`src/rtl/ndec_pkg.sv`:
```
package ndec_pkg;
  // command code is {cs, fn}; the decoder relies on this bit layout
  typedef enum logic [1:0] {
    CMD_WR    = 2'b00,
    CMD_RD    = 2'b01,
    CMD_LOWER = 2'b10,
    CMD_MREG  = 2'b11
  } cmd_e;

  typedef enum logic {
    ST_IDLE = 1'b0,
    ST_PEND = 1'b1
  } pair_st_e;
endpackage

```
`src/rtl/ndec_classify.sv`:
```
module ndec_classify
  import ndec_pkg::*;
(
  input  logic cs_i,
  input  logic fn_i,
  output cmd_e cmd_o,
  output logic is_first_o,
  output logic is_second_o
);
  always_comb begin
    cmd_o       = cmd_e'({cs_i, fn_i});
    is_first_o  = (cmd_o == CMD_WR) || (cmd_o == CMD_RD);
    is_second_o = (cmd_o == CMD_LOWER) || (cmd_o == CMD_MREG);
  end
endmodule

```
`src/rtl/ndec_pair_fsm.sv`:
```
module ndec_pair_fsm
  import ndec_pkg::*;
#(
  parameter int BANK_W  = 2,
  parameter int UPPER_W = 15,
  parameter int LOWER_W = 7
) (
  input  logic               clk,
  input  logic               rst,
  input  cmd_e               cmd_i,
  input  logic               is_first_i,
  input  logic               is_second_i,
  input  logic [BANK_W-1:0]  ba_i,
  input  logic [UPPER_W-1:0] addr_i,
  output logic               pend_o,
  output logic               start_o,
  output logic               op_valid_o,
  output logic               op_write_o,
  output logic [BANK_W-1:0]  op_bank_o,
  output logic [UPPER_W-1:0] op_upper_o,
  output logic [LOWER_W-1:0] op_lower_o,
  output logic               mreg_load_o,
  output logic               mreg_ext_o,
  output logic [UPPER_W-1:0] mreg_data_o,
  output logic               proto_err_o
);
  pair_st_e           st_q;
  logic               wr_q;
  logic [BANK_W-1:0]  bank_q;
  logic [UPPER_W-1:0] upper_q;

  assign pend_o  = (st_q == ST_PEND);
  assign start_o = pend_o && (cmd_i == CMD_LOWER);

  always_ff @(posedge clk) begin
    if (rst) begin
      st_q        <= ST_IDLE;
      wr_q        <= 1'b0;
      bank_q      <= '0;
      upper_q     <= '0;
      op_valid_o  <= 1'b0;
      op_write_o  <= 1'b0;
      op_bank_o   <= '0;
      op_upper_o  <= '0;
      op_lower_o  <= '0;
      mreg_load_o <= 1'b0;
      mreg_ext_o  <= 1'b0;
      mreg_data_o <= '0;
      proto_err_o <= 1'b0;
    end else begin
      op_valid_o  <= 1'b0;
      mreg_load_o <= 1'b0;
      proto_err_o <= 1'b0;
      unique case (st_q)
        ST_IDLE: begin
          if (is_first_i) begin
            st_q    <= ST_PEND;
            wr_q    <= (cmd_i == CMD_WR);
            bank_q  <= ba_i;
            upper_q <= addr_i;
          end
        end
        ST_PEND: begin
          st_q <= ST_IDLE;
          if (is_second_i && cmd_i == CMD_LOWER) begin
            op_valid_o <= 1'b1;
            op_write_o <= wr_q;
            op_bank_o  <= bank_q;
            op_upper_o <= upper_q;
            op_lower_o <= addr_i[LOWER_W-1:0];
          end else if (is_second_i) begin
            mreg_load_o <= 1'b1;
            mreg_ext_o  <= bank_q[0];
            mreg_data_o <= upper_q;
          end else begin
            proto_err_o <= 1'b1;
          end
        end
        default: st_q <= ST_IDLE;
      endcase
    end
  end

  a_r6_abort: assert property (@(posedge clk) disable iff (rst)
    (pend_o && is_first_i) |=> (proto_err_o && !pend_o && !op_valid_o));
  a_r7_idle_nop: assert property (@(posedge clk) disable iff (rst)
    (!pend_o && is_second_i) |=> (!op_valid_o && !mreg_load_o && !proto_err_o));
  a_r3_single_pulse: assert property (@(posedge clk) disable iff (rst)
    op_valid_o |=> !op_valid_o);
  a_r10_exclusive: assert property (@(posedge clk) disable iff (rst)
    $onehot0({op_valid_o, mreg_load_o, proto_err_o}));
  a_r2_first_latch: assert property (@(posedge clk) disable iff (rst)
    (!pend_o && is_first_i) |=> (pend_o && !op_valid_o && !mreg_load_o));
endmodule

```
`src/rtl/ndec_burst_timer.sv`:
```
module ndec_burst_timer #(
  parameter int BURST_LEN = 4,
  localparam int CNT_W = $clog2(BURST_LEN + 1)
) (
  input  logic clk,
  input  logic rst,
  input  logic start_i,
  output logic active_o
);
  logic [CNT_W-1:0] cnt_q;

  always_ff @(posedge clk) begin
    if (rst)                cnt_q <= '0;
    else if (start_i)       cnt_q <= CNT_W'(BURST_LEN);
    else if (cnt_q != '0)   cnt_q <= cnt_q - 1'b1;
  end

  assign active_o = (cnt_q != '0);

  a_r8_reload: assert property (@(posedge clk) disable iff (rst)
    start_i |=> (cnt_q == CNT_W'(BURST_LEN)));
  a_r8_countdown: assert property (@(posedge clk) disable iff (rst)
    (active_o && !start_i) |=> (cnt_q == CNT_W'($past(cnt_q) - 1'b1)));
endmodule

```
`src/rtl/ndec_pd_guard.sv`:
```
module ndec_pd_guard (
  input  logic clk,
  input  logic rst,
  input  logic pd_n_i,
  input  logic busy_i,
  output logic pd_err_o
);
  always_ff @(posedge clk) begin
    if (rst) pd_err_o <= 1'b0;
    else     pd_err_o <= !pd_n_i && busy_i;
  end

  a_r9_flag: assert property (@(posedge clk) disable iff (rst)
    (!pd_n_i && busy_i) |=> pd_err_o);
  a_r9_quiet: assert property (@(posedge clk) disable iff (rst)
    (pd_n_i || !busy_i) |=> !pd_err_o);
endmodule

```
`src/rtl/cmd_pair_decoder.sv`:
```
module cmd_pair_decoder
  import ndec_pkg::*;
#(
  parameter int BANK_W    = 2,
  parameter int UPPER_W   = 15,
  parameter int LOWER_W   = 7,
  parameter int BURST_LEN = 4
) (
  input  logic               clk,
  input  logic               rst,
  input  logic               cs_i,
  input  logic               fn_i,
  input  logic [BANK_W-1:0]  ba_i,
  input  logic [UPPER_W-1:0] addr_i,
  input  logic               pd_n_i,
  output logic               op_valid_o,
  output logic               op_write_o,
  output logic [BANK_W-1:0]  op_bank_o,
  output logic [UPPER_W-1:0] op_upper_o,
  output logic [LOWER_W-1:0] op_lower_o,
  output logic               mreg_load_o,
  output logic               mreg_ext_o,
  output logic [UPPER_W-1:0] mreg_data_o,
  output logic               proto_err_o,
  output logic               busy_o,
  output logic               pd_err_o
);
  cmd_e cmd;
  logic is_first, is_second, pend, start, burst_active;

  ndec_classify u_cls (
    .cs_i       (cs_i),
    .fn_i       (fn_i),
    .cmd_o      (cmd),
    .is_first_o (is_first),
    .is_second_o(is_second)
  );

  ndec_pair_fsm #(
    .BANK_W (BANK_W),
    .UPPER_W(UPPER_W),
    .LOWER_W(LOWER_W)
  ) u_fsm (
    .clk        (clk),
    .rst        (rst),
    .cmd_i      (cmd),
    .is_first_i (is_first),
    .is_second_i(is_second),
    .ba_i       (ba_i),
    .addr_i     (addr_i),
    .pend_o     (pend),
    .start_o    (start),
    .op_valid_o (op_valid_o),
    .op_write_o (op_write_o),
    .op_bank_o  (op_bank_o),
    .op_upper_o (op_upper_o),
    .op_lower_o (op_lower_o),
    .mreg_load_o(mreg_load_o),
    .mreg_ext_o (mreg_ext_o),
    .mreg_data_o(mreg_data_o),
    .proto_err_o(proto_err_o)
  );

  ndec_burst_timer #(.BURST_LEN(BURST_LEN)) u_tmr (
    .clk     (clk),
    .rst     (rst),
    .start_i (start),
    .active_o(burst_active)
  );

  assign busy_o = pend || burst_active;

  ndec_pd_guard u_pd (
    .clk     (clk),
    .rst     (rst),
    .pd_n_i  (pd_n_i),
    .busy_i  (busy_o),
    .pd_err_o(pd_err_o)
  );

  initial begin
    if (LOWER_W > UPPER_W || BURST_LEN < 1 || BANK_W < 1)
      $error("cmd_pair_decoder: bad parameters");
  end

  a_r8_busy_on_op: assert property (@(posedge clk) disable iff (rst)
    op_valid_o |-> busy_o);
  a_r1_reset_clear: assert property (@(posedge clk)
    rst |=> (!op_valid_o && !mreg_load_o && !proto_err_o && !busy_o && !pd_err_o));
endmodule

```
`config.mk`:
```
export PLATFORM = sky130hd
export DESIGN_NAME = cmd_pair_decoder
export DESIGN_NICKNAME = d
export VERILOG_FILES = /design/src/rtl/ndec_pkg.sv /design/src/rtl/ndec_classify.sv /design/src/rtl/ndec_pair_fsm.sv /design/src/rtl/ndec_burst_timer.sv /design/src/rtl/ndec_pd_guard.sv /design/src/rtl/cmd_pair_decoder.sv
export SDC_FILE = /design/constraint.sdc
export NUM_CORES = 1
export LEC_CHECK = 0
export ABC_AREA = 1
export BUFFER_PORTS_ARGS = -buffer_cell sky130_fd_sc_hd__buf_2
export CORE_UTILIZATION = 36
export CTS_BUF_LIST = sky130_fd_sc_hd__clkbuf_8
export CTS_CLUSTER_SIZE = 28
export DETAILED_ROUTE_END_ITERATION = 8
export PLACE_DENSITY = 0.62
export SYNTH_ARGS = -nofsm -noshare
export SYNTH_HDL_FRONTEND = slang
export SYNTH_HIERARCHICAL = 1
export SYNTH_SLANG_ARGS = --single-unit
```
`constraint.sdc`:
```
create_clock -name clk -period 1.6 [get_ports clk]
set_clock_uncertainty 0.05 [all_clocks]
set_input_delay 0.32 -clock clk [delete_from_list [all_inputs] [get_ports clk]]
set_output_delay 0.32 -clock clk [all_outputs]
set_load 0.02 [all_outputs]
```
==> metrics.cfg <==
[detailed_routing]
wire_per_inst_um=11.6
drt_wl_total_um=6450
ant_nets=0
drt-initial-drc-count=165
detail_route.first_pass.iterations=4
drc_errors=0
viasPerCell=4.50
via_count=2495

[finish]
layout_common_cells=nor2_1, buf_2, dfxtp_1, nand2_1, nand3_1
nets=477
final_common_cell=nor2_1
synthToLayoutAreaGrowth_pct=24.7
n_antenna_cell=0
nFillCells=784
final_core_util=0.471
drive_above_1_share=0.261

[clock_tree]
tritoncts=yes
clk_pin_slew_ps=70
numCtsBuffers=9
cts_sinks=67
hold_buffers=0
cts_max_path_buffers=2
insertion_delay_ps=340
cts_max_level=3
cts-root-buf=clkbuf_8

[flow_run]
max_cap_viol_count=0

[power_and_ir_drop]
power_frac_clock=0.344
internal_power_mw=2.98
peakVddDrop_v=0.000793
power_frac_comb=0.212
netSwitchingFraction=0.274
power.net_switching_mw=1.13
power.share.sequential=0.443
design_power_total_mw=4.10
p_per_area_mw_per_mm2=1190
p_leak_nw=1.67

[die]
floorplan.die.height_um=89.7
die_w_um=89.7
die_area_mm2=0.00805
io_pins=68
start_util=0.378
core-area_mm2=0.00733
num_rows=31

[synth]
synthTopCellsByArea=dfxtp_1, nor2_1, nand3_1
synthesis.nets=406
ys_ff_latch=67
syn-mean-instance-area_um2=7.27
synth_seq_area_share=0.484
synth_top_cell_by_area=dfxtp_1
yosys.cell_types.count=20
synth_top_cell_area_share=0.484
syn_area_mm2=0.00277
syn_inst=381
ys_warn_count=6

[global_routing]
grtUsageTotal=0.176
grt_max_degree=58
grt_pass1_wl_um=11200
antenna_found_initial=0
grt_pass1_vias=2390
grt_overflow_total=0

[placed_design]
hpwl_um=4360
io_buffers=67
gp_congestion=0.802
place_ws_ps=70.7

[timing]
rsz0062_at_grt=true
report.final.hold_viol_count=0
setup_viol_count_final=2
max_freq_mhz=601
slew_violations=0
tightestPinTransition_ps=305
min_period_ps=1660
max-slew-margin-rel=0.797
fin_crit_sh=1.04
fin_ws_ps=-63.1

[worst_setup_path]
cp_data_arrival_time_ps=1290
start_kind=flip-flop
cp_num_buf_inv=4
critPathMostFrequentCell=inv_2
critPathMaxFanout=2
timing.critical_path.cells=inv_2 > ha_4 > ha_4 > inv_2 > inv_2 > nand2_2 > buf_6
crit_type=flip-flop to output port
cpMaxStageDelayCell=dfxtp_2
cp_data_required_time_ps=1230
worstSetupEndpointType=output port
cp_top_family=flip-flops
cpPeakStageDelay_ps=330

[outcome]
status=finished with violations
failed_checks=setup timing

[hold_path]
min_path_type=input pin to flip-flop

-- what timing repair did --
action | 4_1_cts | 5_1_grt
cloned | 0 | 0
setup endpoints to repair | 1 | 3
buffers inserted | 9 | 0
resized for setup | 12 | 0
pin swaps | 2 | 2
-- flip-flops by register name, summed over array words and instances (netlist names) --
signal,cells
u_fsm/wr_q,1
u_tmr/cnt_q,3
u_fsm/pend_o,1
u_fsm/mreg_load_o,1
u_fsm/mreg_data_o,15
u_fsm/op_lower_o,7
u_fsm/op_bank_o,2
u_fsm/op_upper_o,15
u_fsm/proto_err_o,1
u_fsm/op_write_o,1
u_fsm/bank_q,2
u_pd/pd_err_o,1
u_fsm/upper_q,15
u_fsm/op_valid_o,1
u_fsm/mreg_ext_o,1
-- logic make-up after synthesis --
logic type               share of synthesized area
adder cells (fa/ha/maj)                     0.0136
AO/OA/AOI/OAI                               0.0632
flip-flops                                   0.484
AND/OR/NAND/NOR                              0.313
buffers and inverters                        0.126
-- synthesized netlist by cell type (all sizes together) --
cell type  count
ha             3
clkbuf         3
nor3           3
nand3         43
o21ai         19
dfxtp         67
nor2         113
a21oi         16
nand2         49
inv           43
buf           22
-- metrics by stage --
step | setup TNS [ps] | std cells | cell area, um2 | hold WS, ps
floorplan | 0 | 381 | 2770 | 337
global placement | 0 | 531 | 3150 | 410
detailed placement | 0 | 531 | 3150 | 414
CTS | -81.0 | 555 | 3450 | 147
global route | -251 | 555 | 3450 | 179
finish | -73.2 | 555 | 3450 | 187
-- routing by layer --
metal  part of all wire  global-route usage  up-vias
li1                   -                   -     1312
met4              0.012              0.0669        0
met3              0.053              0.0541        8
met1               0.46               0.219     1107
met5                  0                   0        -
met2               0.47               0.285       68
-- power by group through the flow --
stage	Sequential [mW]	Combinational (mW)	Clock, mW
5_1_grt	1.83	0.965	1.56
4_1_cts	1.82	0.859	1.47
3_5_place_dp	1.85	0.585	0
3_3_place_gp	1.84	0.563	0
2_1_floorplan	1.88	0.388	0
6_report	1.82	0.871	1.41
-- worst register-to-register path, cell delays in order (launching register included) --
cell and delay (ps):
dfxtp_2 320, inv_2 70, ha_4 140, ha_4 130
inv_2 40, buf_4 120, buf_4 120, buf_4 110
buf_4 110, buf_4 120, o21ai_1 120, nor2_1 50
-- final timing paths --
kind                                      end                        start  slack (ps)  cells after the start
setup / recovery                       busy_o  u_tmr/cnt_q[0]$_SDFFE_PP0P_         -60                      7
hold / removal       u_pd/pd_err_o$_SDFF_PP0_                       pd_n_i         190                      4
setup reg to reg  u_tmr/cnt_q[1]$_SDFFE_PP0P_  u_tmr/cnt_q[0]$_SDFFE_PP0P_         -10                     11
hold reg to reg       u_fsm/wr_q$_SDFFE_PP0P_      u_fsm/wr_q$_SDFFE_PP0P_         430                      2
-- cell type report --
class,instances,area [um2],share of cell area
Clock buffer,11,151,0.0438
Multi-Input combinational cell,246,1110,0.321
Inverter,43,161,0.0467
Clock inverter,4,50.0,0.0145
Sequential cell,67,1340,0.389
Tap cell,99,124,0.0359
Timing Repair Buffer,85,514,0.149
No activity file was read; power rests on OpenSTA's default activity.
